**src/rtl/hcmb_pkg.sv**
```systemverilog
package hcmb_pkg;
  localparam int DATA_W    = 32;
  localparam int AW        = 6;
  // status word bit positions
  localparam int ST_BUSY   = 0;
  localparam int ST_ERR    = 1;
  localparam int ST_FLAG   = 2;
  localparam int ST_OVR    = 3;
  localparam int ST_CODE   = 16;
  // command word fields
  localparam int CW_IRQ    = 8;
  localparam int CW_LEN    = 16;
  localparam int CODE_W    = 8;
  localparam logic [CODE_W-1:0] CODE_BAD_LEN = 8'd4;
  // word addresses
  localparam logic [AW-1:0] WA_CMD  = 6'h00;
  localparam logic [AW-1:0] WA_STS  = 6'h01;
  localparam logic [AW-1:0] WA_PTR0 = 6'h02;
  localparam logic [AW-1:0] WA_WBUF = 6'h20;
  localparam logic [AW-1:0] WA_RBUF = 6'h24;
endpackage

```
**src/rtl/hcmb_regfile.sv**
```systemverilog
module hcmb_regfile #(
  parameter int WORDS = 4,
  parameter int W     = 32,
  localparam int IW   = (WORDS > 1) ? $clog2(WORDS) : 1
) (
  input  logic               clk,
  input  logic               rst,
  input  logic               we,
  input  logic [IW-1:0]      idx,
  input  logic [W-1:0]       wdata,
  output logic [WORDS*W-1:0] flat
);
  logic [W-1:0] mem [WORDS];

  always_ff @(posedge clk) begin
    if (rst) begin
      for (int i = 0; i < WORDS; i++) mem[i] <= '0;
    end else if (we) begin
      mem[idx] <= wdata;
    end
  end

  for (genvar g = 0; g < WORDS; g++) begin : g_flat
    assign flat[g*W +: W] = mem[g];
  end

  assert_write_lands_R10: assert property (@(posedge clk) disable iff (rst)
    we |=> flat[$past(idx)*W +: W] == $past(wdata));
endmodule

```
**src/rtl/hcmb_cmd_ctrl.sv**
```systemverilog
module hcmb_cmd_ctrl
  import hcmb_pkg::*;
#(
  parameter int MAX_LEN = 16
) (
  input  logic              clk,
  input  logic              rst,
  input  logic              cmd_wr,
  input  logic              sts_wr,
  input  logic [DATA_W-1:0] wdata,
  input  logic              c_done,
  input  logic              c_err,
  input  logic [CODE_W-1:0] c_err_code,
  output logic              busy,
  output logic              err,
  output logic              flag,
  output logic              ovr,
  output logic [CODE_W-1:0] code,
  output logic [DATA_W-1:0] cmd_q,
  output logic              doorbell,
  output logic              irq
);
  logic             msi_q;
  logic [7:0]       len;
  logic             len_bad;

  assign len     = wdata[CW_LEN +: 8];
  assign len_bad = (len > 8'(MAX_LEN));

  always_ff @(posedge clk) begin
    if (rst) begin
      busy <= 1'b0; err <= 1'b0; flag <= 1'b0; ovr <= 1'b0;
      code <= '0; cmd_q <= '0; doorbell <= 1'b0; msi_q <= 1'b0;
    end else begin
      doorbell <= 1'b0;
      // write-one-to-clear first; sets below take priority
      if (sts_wr) begin
        if (wdata[ST_FLAG]) flag <= 1'b0;
        if (wdata[ST_OVR])  ovr  <= 1'b0;
      end
      if (cmd_wr) begin
        if (busy) begin
          ovr <= 1'b1;
        end else if (len_bad) begin
          err   <= 1'b1;
          code  <= CODE_BAD_LEN;
          flag  <= 1'b1;
          msi_q <= wdata[CW_IRQ];
        end else begin
          cmd_q    <= wdata;
          busy     <= 1'b1;
          doorbell <= 1'b1;
          err      <= 1'b0;
          code     <= '0;
          flag     <= 1'b0;
          msi_q    <= wdata[CW_IRQ];
        end
      end
      if (c_done && busy) begin
        busy <= 1'b0;
        err  <= c_err;
        code <= c_err ? c_err_code : '0;
        flag <= 1'b1;
      end
    end
  end

  assign irq = flag & msi_q;

  assert_accept_rings_R2: assert property (@(posedge clk) disable iff (rst)
    (cmd_wr && !busy && !len_bad) |=> (busy && doorbell && cmd_q == $past(wdata)));
  assert_doorbell_single_R2: assert property (@(posedge clk) disable iff (rst)
    doorbell |=> !doorbell);
  assert_done_completes_R3: assert property (@(posedge clk) disable iff (rst)
    (busy && c_done) |=> (!busy && flag && err == $past(c_err)));
  assert_no_overflow_R6: assert property (@(posedge clk) disable iff (rst)
    (cmd_wr && busy) |=> (ovr && $stable(cmd_q) && !doorbell));
  assert_flag_idle_R3: assert property (@(posedge clk) disable iff (rst)
    flag |-> !busy);
  assert_reject_len_R8: assert property (@(posedge clk) disable iff (rst)
    (cmd_wr && !busy && len_bad) |=> (!busy && err && code == CODE_BAD_LEN && !doorbell));
  assert_idle_done_R13: assert property (@(posedge clk) disable iff (rst)
    (c_done && !busy && !cmd_wr && !sts_wr) |=> ($stable(flag) && $stable(err) && $stable(code)));
endmodule

```
**src/rtl/hc_mailbox.sv**
```systemverilog
module hc_mailbox
  import hcmb_pkg::*;
#(
  parameter int BUF_WORDS = 4,
  localparam int IDX_W    = $clog2(BUF_WORDS),
  localparam int MAX_LEN  = BUF_WORDS * 4
) (
  input  logic                        clk,
  input  logic                        rst,
  input  logic                        h_wr_en,
  input  logic                        h_rd_en,
  input  logic [AW-1:0]               h_waddr,
  input  logic [DATA_W-1:0]           h_wdata,
  output logic [DATA_W-1:0]           h_rdata,
  output logic                        h_irq,
  output logic                        c_doorbell,
  output logic [DATA_W-1:0]           c_cmd,
  output logic [DATA_W-1:0]           c_sptr,
  output logic [DATA_W-1:0]           c_dptr,
  output logic [BUF_WORDS*DATA_W-1:0] c_wbuf,
  input  logic                        c_rb_we,
  input  logic [IDX_W-1:0]            c_rb_idx,
  input  logic [DATA_W-1:0]           c_rb_data,
  input  logic                        c_done,
  input  logic                        c_err,
  input  logic [CODE_W-1:0]           c_err_code
);
  localparam logic [AW-IDX_W-1:0] WB_TAG = WA_WBUF[AW-1:IDX_W];
  localparam logic [AW-IDX_W-1:0] RB_TAG = WA_RBUF[AW-1:IDX_W];

  logic hit_cmd, hit_sts, hit_ptr, hit_wb, hit_rb;
  assign hit_cmd = (h_waddr == WA_CMD);
  assign hit_sts = (h_waddr == WA_STS);
  assign hit_ptr = (h_waddr[AW-1:1] == WA_PTR0[AW-1:1]);
  assign hit_wb  = (h_waddr[AW-1:IDX_W] == WB_TAG);
  assign hit_rb  = (h_waddr[AW-1:IDX_W] == RB_TAG);

  logic              busy, err, flag, ovr;
  logic [CODE_W-1:0] code;

  hcmb_cmd_ctrl #(.MAX_LEN(MAX_LEN)) u_ctrl (
    .clk(clk), .rst(rst),
    .cmd_wr(h_wr_en && hit_cmd),
    .sts_wr(h_wr_en && hit_sts),
    .wdata(h_wdata),
    .c_done(c_done), .c_err(c_err), .c_err_code(c_err_code),
    .busy(busy), .err(err), .flag(flag), .ovr(ovr), .code(code),
    .cmd_q(c_cmd), .doorbell(c_doorbell), .irq(h_irq)
  );

  logic [2*DATA_W-1:0]         ptr_flat;
  logic [BUF_WORDS*DATA_W-1:0] rb_flat;

  hcmb_regfile #(.WORDS(2), .W(DATA_W)) u_ptr (
    .clk(clk), .rst(rst), .we(h_wr_en && hit_ptr),
    .idx(h_waddr[0]), .wdata(h_wdata), .flat(ptr_flat)
  );
  assign c_sptr = ptr_flat[0 +: DATA_W];
  assign c_dptr = ptr_flat[DATA_W +: DATA_W];

  hcmb_regfile #(.WORDS(BUF_WORDS), .W(DATA_W)) u_wbuf (
    .clk(clk), .rst(rst), .we(h_wr_en && hit_wb),
    .idx(h_waddr[IDX_W-1:0]), .wdata(h_wdata), .flat(c_wbuf)
  );

  hcmb_regfile #(.WORDS(BUF_WORDS), .W(DATA_W)) u_rbuf (
    .clk(clk), .rst(rst), .we(c_rb_we),
    .idx(c_rb_idx), .wdata(c_rb_data), .flat(rb_flat)
  );

  logic [DATA_W-1:0] sts_word, rd_next;
  always_comb begin
    sts_word = '0;
    sts_word[ST_BUSY] = busy;
    sts_word[ST_ERR]  = err;
    sts_word[ST_FLAG] = flag;
    sts_word[ST_OVR]  = ovr;
    sts_word[ST_CODE +: CODE_W] = code;
  end

  always_comb begin
    rd_next = '0;
    if (hit_cmd)      rd_next = c_cmd;
    else if (hit_sts) rd_next = sts_word;
    else if (hit_ptr) rd_next = ptr_flat[h_waddr[0]*DATA_W +: DATA_W];
    else if (hit_wb)  rd_next = c_wbuf[h_waddr[IDX_W-1:0]*DATA_W +: DATA_W];
    else if (hit_rb)  rd_next = rb_flat[h_waddr[IDX_W-1:0]*DATA_W +: DATA_W];
  end

  always_ff @(posedge clk) begin
    if (rst)          h_rdata <= '0;
    else if (h_rd_en) h_rdata <= rd_next;
  end

  assert_rbuf_hostro_R11: assert property (@(posedge clk) disable iff (rst)
    (h_wr_en && hit_rb && !c_rb_we) |=> $stable(rb_flat));
  assert_irq_needs_flag_R4: assert property (@(posedge clk) disable iff (rst)
    h_irq |-> sts_word[ST_FLAG]);
endmodule

```
**config.mk**
```make
export PLATFORM = sky130hd
export DESIGN_NAME = hc_mailbox
export DESIGN_NICKNAME = d
export VERILOG_FILES = /design/src/rtl/hcmb_pkg.sv /design/src/rtl/hcmb_regfile.sv /design/src/rtl/hcmb_cmd_ctrl.sv /design/src/rtl/hc_mailbox.sv
export SDC_FILE = /design/constraint.sdc
export NUM_CORES = 1
export LEC_CHECK = 0
export BUFFER_PORTS_ARGS = -buffer_cell sky130_fd_sc_hd__buf_4
export CAP_MARGIN = 20
export CORE_MARGIN = 2
export CORE_UTILIZATION = 50
export CTS_BUF_LIST = sky130_fd_sc_hd__clkbuf_16
export DETAILED_ROUTE_END_ITERATION = 12
export PLACE_DENSITY = 0.78
export SYNTH_ARGS = -nofsm -noshare
export SYNTH_HDL_FRONTEND = slang
export SYNTH_SLANG_ARGS = --single-unit
```
**constraint.sdc**
```tcl
create_clock -name clk -period 2.67 [get_ports clk]
set_clock_uncertainty 0.2 [all_clocks]
set_input_delay 0.534 -clock clk [delete_from_list [all_inputs] [get_ports clk]]
set_output_delay 0.534 -clock clk [all_outputs]
set_load 0.01 [all_outputs]
```
==> results by stage, run 1 <==
Placement:
- In this run, placement finished with an instance count of approximately 1900.
- The half-perimeter wire length after detailed placement is between 30000 and 40000 µm.
- The routability congestion estimate from global placement is just under 1.
- The quantity of I/O buffers inserted on ports is about 340.

Setup path:
- The register-to-register path setup slack is between 0.4 and 0.5 ns.
- The required arrival time at the worst endpoint is approximately 3 ns.
- The highest fanout seen on the critical path is 33.
- Data on the critical path arrives at its endpoint at 2.42 ns.
- Counting cells, the worst reg-to-reg path comes to 4.
- The category of the worst setup path capture point is a flip-flop.
- Traced cell by cell, the critical path runs through inv_1 -> and3_1 -> a21oi_4 -> a21boi_0.
- The critical register-to-register path endpoint is u_ctrl.flag$_SDFF_PP0_.
- The source of the worst register-to-register timing path is u_ctrl.busy$_SDFFE_PP0P_.
- The critical path is of the reg2reg type.
- The critical path's slowest cell is a21oi_4.
- For this run, the slowest stage of the critical path takes roughly 0.83 ns.
- The kind of start point of the critical path is a flip-flop.

Clock network:
- The CTS sink count is 398.
- The number of gates given a new drive strength after cts is 0.
- Clock-pin slew was measured on the worst setup and hold paths at about 0.060 ns.
- The number of buffers inserted during clock tree synthesis is 41.
- Buffers inserted to repair hold after CTS numbered 0.
- The H-tree level count is 2.
- The later-pin clock latency in the skew report is 0.53 ns.
- The root buffer cell is clkbuf_16.
- TritonCTS built the clock tree.
- The maximum clock insertion buffer count is 3.
- The number of setup buffers added after CTS is 0.

Floorplan:
- The die outline area is around 36000 µm².
- The boundary pin count is around 350.
- In this run the vertical extent of the chip is around 190 µm.
- The cell row count is 67.
- The floorplan step defined a core boundary enclosing between 30000 and 40000 µm².
- In this run the horizontal extent of the chip is ~190 µm.
- For this configuration, the core starts out at a cell density of just over 50%.

Hold path:
- Along the worst hold path, the cell count comes to 3.
- For hold timing, the worst endpoint is u_ctrl.code[1]$_SDFFE_PP0P_.
- In this run the most critical hold path is launched from c_err_code[1].
- The type of the most critical hold path is in2reg.

STA:
- Headroom to the max-slew limit came out at a little under a third.
- The post-route minimum period is 2.18 ns.
- The tightest hold path in the finished design has a slack of ~0.06 ns.
- The number of hold-slack violations in the final timing report came to 0.
- The total count of max-transition violations in the final report came to 0.
- Setup repair after global routing left no endpoint under its margin.
- After layout, the worst path uses between 80% and 90% of the clock period.
- The total of endpoints with negative setup slack in the final report is 0.
- After routing, the total negative slack on setup checks comes to 0 ns.
- The top achievable clock speed is roughly 0.46 GHz.
- At the pin with the least slew margin, the transition time is 1.04 ns.

Synth:
- The register area share after synthesis is roughly 65%.
- The number of flops mapped to enable cells by yosys is 320.
- The count of mapped cells out of synthesis is between 1000 and 1500.
- The synthesized cell area is about 17000 µm².
- The average size of a mapped cell is ~15 µm².
- After synthesis the netlist holds a flip-flop and latch count of approximately 400.
- For this run, the leading register cell type out of synthesis is edfxtp_1.
- For this run, asynchronously set or reset flops after synthesis account for 0%.
- Yosys printed 0 warnings.
- The count of distinct cell types in the synthesized netlist is 43.
- The synthesized netlist net count is approximately 1300.

Power:
- The switching power share of the total is 23.7%.
- The total power consumption of the routed design is about 14000 µW.
- Of the total power, the clock network draws between 30% and 40%.
- The combinational share of power is about a tenth.
- The maximum vdd drop is around 0.00042 V.
- The power dissipated by switching net loads is roughly 3300 µW.
- In this run the static leakage power is about 0.0086 µW.
- Power spread over the standard cell area amounts to roughly 640 nW/µm².
- The register share of total power is 52.0%.
- Internal power comes to around 11000 µW.

Route:
- In this run the remaining antenna-violating nets after routing total 0.
- After detailed routing, the average wire length per cell comes to between 20 and 30 µm.
- The total via count after detailed routing is 11928.
- The iteration-0 DRC count of the detailed router is ~1500.
- Wires add up to 52800 µm.
- The post-detailed-route DRC marker count is 0.
- The detailed-route vias per instance is between 6 and 7.
- The first detailed-routing pass took 7 iterations.

Final layout:
- The finished layout holds a little under 2000 standard cells, fillers aside.
- Leaving out fill and tap cells, the most frequent cells in the layout are 380 x buf_4, 320 x edfxtp_1, 230 x and2_1.
- The number of filler cells placed in the layout is 2426.
- The post-layout net count is 1594.
- Compared with the post-synthesis result, the final layout area differs by 26.3%.
- The layout cell share with drive strength beyond 1 is a little under two fifths.
- The library cell used most frequently in the layout, excluding fill and tap cells, is buf_4.

Global routing:
- The pin count of the biggest net entering global routing is 63.
- Across every metal layer, demand over resource in global routing totals 29.1%.
- The initial antenna violation count is 1.
- The number of global-route vias before repair is ~12000.
- The wire length of the first global-routing pass is 77100 µm.
- The final global-route overflow total is 0.

Job:
- The tool flagged a number of max-cap violations equal to 0.

Status:
- The run finished with clean final reports.
-- flip-flops by register name (all words and copies together), names as in the netlist --
register	cells
u_ptr.mem	64
u_ctrl.msi_q	1
u_rbuf.mem	128
u_ctrl.flag	1
u_ctrl.code	8
h_rdata	32
u_ctrl.doorbell	1
u_ctrl.ovr	1
u_wbuf.mem	128
u_ctrl.busy	1
u_ctrl.cmd_q	32
u_ctrl.err	1
-- worst max-delay path, delay by kind of cell (launching register included) --
family,cells,cell delay [ns]
and+or+nand+nor,1,0.23
DFF,1,0.45
buffers and inverters,1,0.10
AOI/OAI and AO/OA,2,1.10
-- area by class of cell --
cell class,count,area [µm²],share of cell area [%]
multi-input cells,671,5720,26.3
repair buffers,392,3080,14.2
clock buffers,41,1030,4.72
diodes,1,2.50,0.0115
well taps,448,561,2.58
inverters,3,11.3,0.0518
flip-flops and latches,398,11200,51.4
clock inverters,33,170,0.783
-- how the worst max path moves through the flow --
stage,from,to
floorplan,h_waddr[0],u_wbuf.mem[0][0]$_SDFFCE_PN0P_
global placement,h_waddr[1],u_ctrl.cmd_q[28]$_SDFFE_PP0P_
detailed placement,h_waddr[1],u_ctrl.flag$_SDFF_PP0_
CTS,u_ctrl.busy$_SDFFE_PP0P_,u_ctrl.flag$_SDFF_PP0_
global route,u_ctrl.busy$_SDFFE_PP0P_,u_ctrl.flag$_SDFF_PP0_
finish,u_ctrl.busy$_SDFFE_PP0P_,u_ctrl.flag$_SDFF_PP0_
-- cell families after synthesis --
group           share of synthesized area (%)
simple gates                             15.0
flops                                    64.9
compound gates                           6.45
buf+inv                                  2.35
mux                                      11.3
-- power groups by stage --
stage / sequential [µW] / clock (µW) / combinational [µW]
4_1_cts: 7200 / 5240 / 1440
3_3_place_gp: 7310 / 0 / 1420
5_1_grt: 7230 / 5470 / 1520
2_1_floorplan: 7360 / 0 / 555
3_5_place_dp: 7330 / 0 / 1440
6_report: 7200 / 5190 / 1450
-- Yosys cell counts, drive strengths merged, types with 2 or more instances --
library cell | number | area share (%)
and2 | 231 | 8.4
dfxtp | 78 | 9.1
mux4 | 76 | 9.9
nor4b | 2 | 0.14
or3b | 3 | 0.15
nand2b | 2 | 0.073
nand4 | 2 | 0.073
a22o | 46 | 2.3
a311oi | 28 | 1.4
nand2 | 39 | 0.85
o221ai | 3 | 0.15
clkbuf | 66 | 1.4
edfxtp | 320 | 56
a21oi | 2 | 0.058
nor3 | 2 | 0.058
a22oi | 41 | 1.8
a21o | 2 | 0.087
nor2 | 44 | 0.96
inv | 3 | 0.065
or2 | 6 | 0.22
mux2 | 20 | 1.3
and3 | 98 | 3.6
a41o | 2 | 0.12
buf | 29 | 0.84
nor2b | 4 | 0.15
nor3b | 5 | 0.25
-- metal layers --
layer / vias to the layer above / part of all wire (%) / track usage [%]
met5: - / 0 / 0
met4: 0 / 3.9 / 10.5
met3: 104 / 11 / 7.12
met2: 762 / 47 / 46.3
met1: 5929 / 38 / 39.2
li1: 5133 / - / -
-- through the flow --
step / area [µm²] / util [%] / worst slack (ns)
finish: 21700 / 64.5 / 0.494
global route: 21700 / 64.5 / 0.358
global placement: 20500 / 61.0 / 0.201
detailed placement: 20500 / 61.0 / 0.162
floorplan: 17200 / - / 0.100
CTS: 21700 / 64.5 / 0.522
Power figures use the tool's default switching activity.
==> run 2, diff against run 1 <==
--- a/config.mk
+++ b/config.mk
@@ -8,10 +8,10 @@
 export BUFFER_PORTS_ARGS = -buffer_cell sky130_fd_sc_hd__buf_4
 export CAP_MARGIN = 20
 export CORE_MARGIN = 2
-export CORE_UTILIZATION = 50
+export CORE_UTILIZATION = 55
 export CTS_BUF_LIST = sky130_fd_sc_hd__clkbuf_16
 export DETAILED_ROUTE_END_ITERATION = 12
-export PLACE_DENSITY = 0.78
+export PLACE_DENSITY = 0.82
 export SYNTH_ARGS = -nofsm -noshare
 export SYNTH_HDL_FRONTEND = slang
 export SYNTH_SLANG_ARGS = --single-unit
==> constraint.sdc (replaced) <==
create_clock -name clk -period 2.01 [get_ports clk]
set_clock_uncertainty 0.2 [all_clocks]
set_input_delay 0.402 -clock clk [delete_from_list [all_inputs] [get_ports clk]]
set_output_delay 0.402 -clock clk [all_outputs]
set_load 0.01 [all_outputs]
==> results by stage, run 2 (synthesis results as in run 1) <==
Clock network:
- The clock transition at the registers of the reported paths is 0.06 ns.
- The root buffer cell is clkbuf_16.
- Clock latency on the worst-skew pair, taken at its later pin, is approximately 0.53 ns.
- The CTS sink count is 398.
- Counting the buffers created by CTS gives 39.
- The H-tree level count is 2.
- The CTS tree is done.
- In this run, post-CTS repair resized a total of 0 instances.
- The clock passes through at most 3 buffers.

STA:
- The post-route minimum period is 1.92 ns.
- Setup repair after global routing left no endpoint under its margin.
- The top achievable clock speed is 0.521 GHz.
- The total count of max-transition violations in the final report is 0.
- At the pin with the least slew margin, the transition time is ~0.96 ns.
- The number of hold-slack violations in the final timing report is 0.
- In this run the tightest slew margin relative to its limit is 36.1%.
- The post-route fraction of the period consumed by the critical path is ~95%.
- In the post-route analysis, the smallest setup slack over all paths is roughly 0.092 ns.
- The total of endpoints with negative setup slack in the final report is 0.

Setup path:
- The startpoint identified for the worst register-to-register timing path is u_ctrl.busy$_SDFFE_PP0P_.
- The kind of start point of the critical path is a flip-flop.
- The category of the worst setup path capture point is a flip-flop.
- For this run, the slowest stage of the critical path takes between 0.7 and 0.8 ns.
- The worst register-to-register path has a depth of 4.
- The kind of critical path is reg2reg.
- The critical path's slowest cell is a21oi_2.
- The register-to-register path setup slack is around 0.092 ns.
- The critical path arrival is approximately 2.2 ns.
- The critical register-to-register path endpoint is u_ctrl.cmd_q[27]$_SDFFE_PP0P_.
- The highest fanout seen on the critical path is 16.
- The kind of cell with the highest combined delay along the critical path is compound AO/OA/AOI/OAI gates.
- Together, buffers and inverters on the worst path number 1.
- STA puts the critical path data required time at around 2.3 ns.
- The signal on the critical path passes through inv_1 -> and3_1 -> a21oi_2 -> a22o_1.

Hold path:
- The min-delay analysis places its worst path in the category in2reg.
- The endpoint with the worst hold slack is u_rbuf.mem[0][26]$_SDFFCE_PN0P_.
- The depth of the worst hold-timing path is 2.
- The worst hold path begins at c_rb_data[26].

Global routing:
- The first global-routing pass estimated 81400 µm of wire.
- Entering global routing, the biggest net connects 53 pins.
- The overall track demand over capacity in global routing is roughly 34%.
- The initial antenna violation count is 1.
- The final global-route overflow total is 0.
- The number of global-route vias before repair was around 13000.

Placement:
- The routability congestion estimate from global placement is 0.948.
- Timing analysis after detailed placement gives a worst setup slack of -0.236 ns.
- The cell count after placement is between 1500 and 2000.
- The count of buffers added on input and output ports is 344.
- Detailed placement ended at an HPWL of 38800 µm.

Route:
- For this run, design rule violations remaining after detail routing come to 0.
- Dividing the detail-routed wire length by the instance count gives between 20 and 30 µm.
- The wire length reported by the detailed router is about 55000 µm.
- For this run, the detailed router's first-pass iteration total came to 5.
- The total via count after detailed routing is about 13000.
- In the routed layout, each cell is associated on average with a via count of 6.25.
- The iteration-0 DRC count of the detailed router is around 1500.
- The detail route stage leaves a number of antenna-violating nets equal to 0.

Floorplan:
- The initialized floorplan defines 64 standard-cell rows.
- The die outline area is between 30000 and 40000 µm².
- Once the floorplan was initialized, standard cells occupied around 56% of the core.
- The boundary pin count is 345.
- The die is around 180 µm wide.
- The standard cell core area is 30700 µm².
- The vertical die dimension is roughly 180 µm.

Status:
- The flow ran to the end, and the final reports show no timing, DRC or antenna violations.

Final layout:
- The post-synthesis to final-layout area growth is 35.2%.
- The post-layout net count is 1724.
- The largest registers in the layout are u_rbuf.mem: 128 flops, u_wbuf.mem: 128 flops, u_ptr.mem: 64 flops.
- The final standard cell count with taps included and fillers excluded is just over 2000.
- The library cell used most frequently in the layout, excluding fill and tap cells, is buf_4.
- The top cell types in the final layout, fill and taps aside, are 419 x buf_4, 320 x edfxtp_1, 230 x and2_1.
- The post-route netlist has 38.5% of its cells at a drive strength greater than 1.

Power:
- VDD sags by at most between 0.0006 and 0.0007 V.
- The areal power density over the cells is around 820 nW/µm².
- Summed over all cells, the static leakage comes to approximately 0.0094 µW.
- Summing internal, switching and leakage power gives between 15000 and 20000 µW.

Job:
- The max-cap violation count is 0.
run 2: changes by cell type in the layout (fill, tap and decap cells not counted), sizes merged:
cell,delta
a21oi,+1
clkinvlp,+2
dlygate4sd3,+61
clkinv,-9
buf,+70
bufinv,+2
run 2: what timing repair did:
item | in CTS | in global routing
hold endpoints to repair | 138 | 0
endpoints found under the setup margin | 0 | 1
hold buffers | 61 | 0
setup buffers | 0 | 0
run 2: worst max-delay path by stage:
stage                              from                       endpoint  slack (ns)  cells past startpoint
2_1_floorplan                h_waddr[1]  u_ptr.mem[1][0]$_SDFFCE_PN0P_       -0.02                      6
3_3_place_gp                 h_waddr[4]   u_ctrl.cmd_q[6]$_SDFFE_PP0P_       -0.15                      6
3_5_place_dp                 h_waddr[4]         u_ctrl.flag$_SDFF_PP0_       -0.24                      6
4_1_cts        u_ctrl.busy$_SDFFE_PP0P_         u_ctrl.flag$_SDFF_PP0_        0.12                      4
5_1_grt        u_ctrl.busy$_SDFFE_PP0P_  u_ctrl.cmd_q[13]$_SDFFE_PP0P_        0.04                      4
6_report       u_ctrl.busy$_SDFFE_PP0P_  u_ctrl.cmd_q[27]$_SDFFE_PP0P_        0.09                      4
run 2: area by class of cell:
class	count	area, µm²
multi-input combinational	672	5770
clock buffer	41	1030
inverter	3	11.3
sequential	398	11200
clock inverter	28	211
timing repair buffer	523	4600
tap	396	495
fill	1891	7460
antenna	1	2.50
run 2: power by group:
group / internal, µW / leakage [µW] / switching [µW] / total (µW)
Clock: 4080 / 0.000648 / 3090 / 7170
Sequential: 9340 / 0.00370 / 251 / 9590
Combinational: 1090 / 0.00503 / 1130 / 2220
Total: 14500 / 0.00938 / 4470 / 19000
run 2: through the flow:
step	setup TNS (ns)	hold slack (ns)	instance area [µm²]	utilization, %
after floorplan	-1.28	0.231	17300	-
after global placement	-24.42	0.248	21400	69.6
after detailed placement	-25.25	0.253	21400	69.7
after CTS	0	0.000494	23300	75.7
after global routing	0	0.00277	23300	75.7
final	0	0.00184	23300	75.7
run 2: routing by layer:
metal | vias up | track usage, % | wire length (µm)
li1 | 5396 | - | -
met1 | 6318 | 45.1 | 19800
met2 | 986 | 53.3 | 25900
met3 | 181 | 6.93 | 6670
met4 | 2 | 15.2 | 3000
met5 | - | 0 | 12
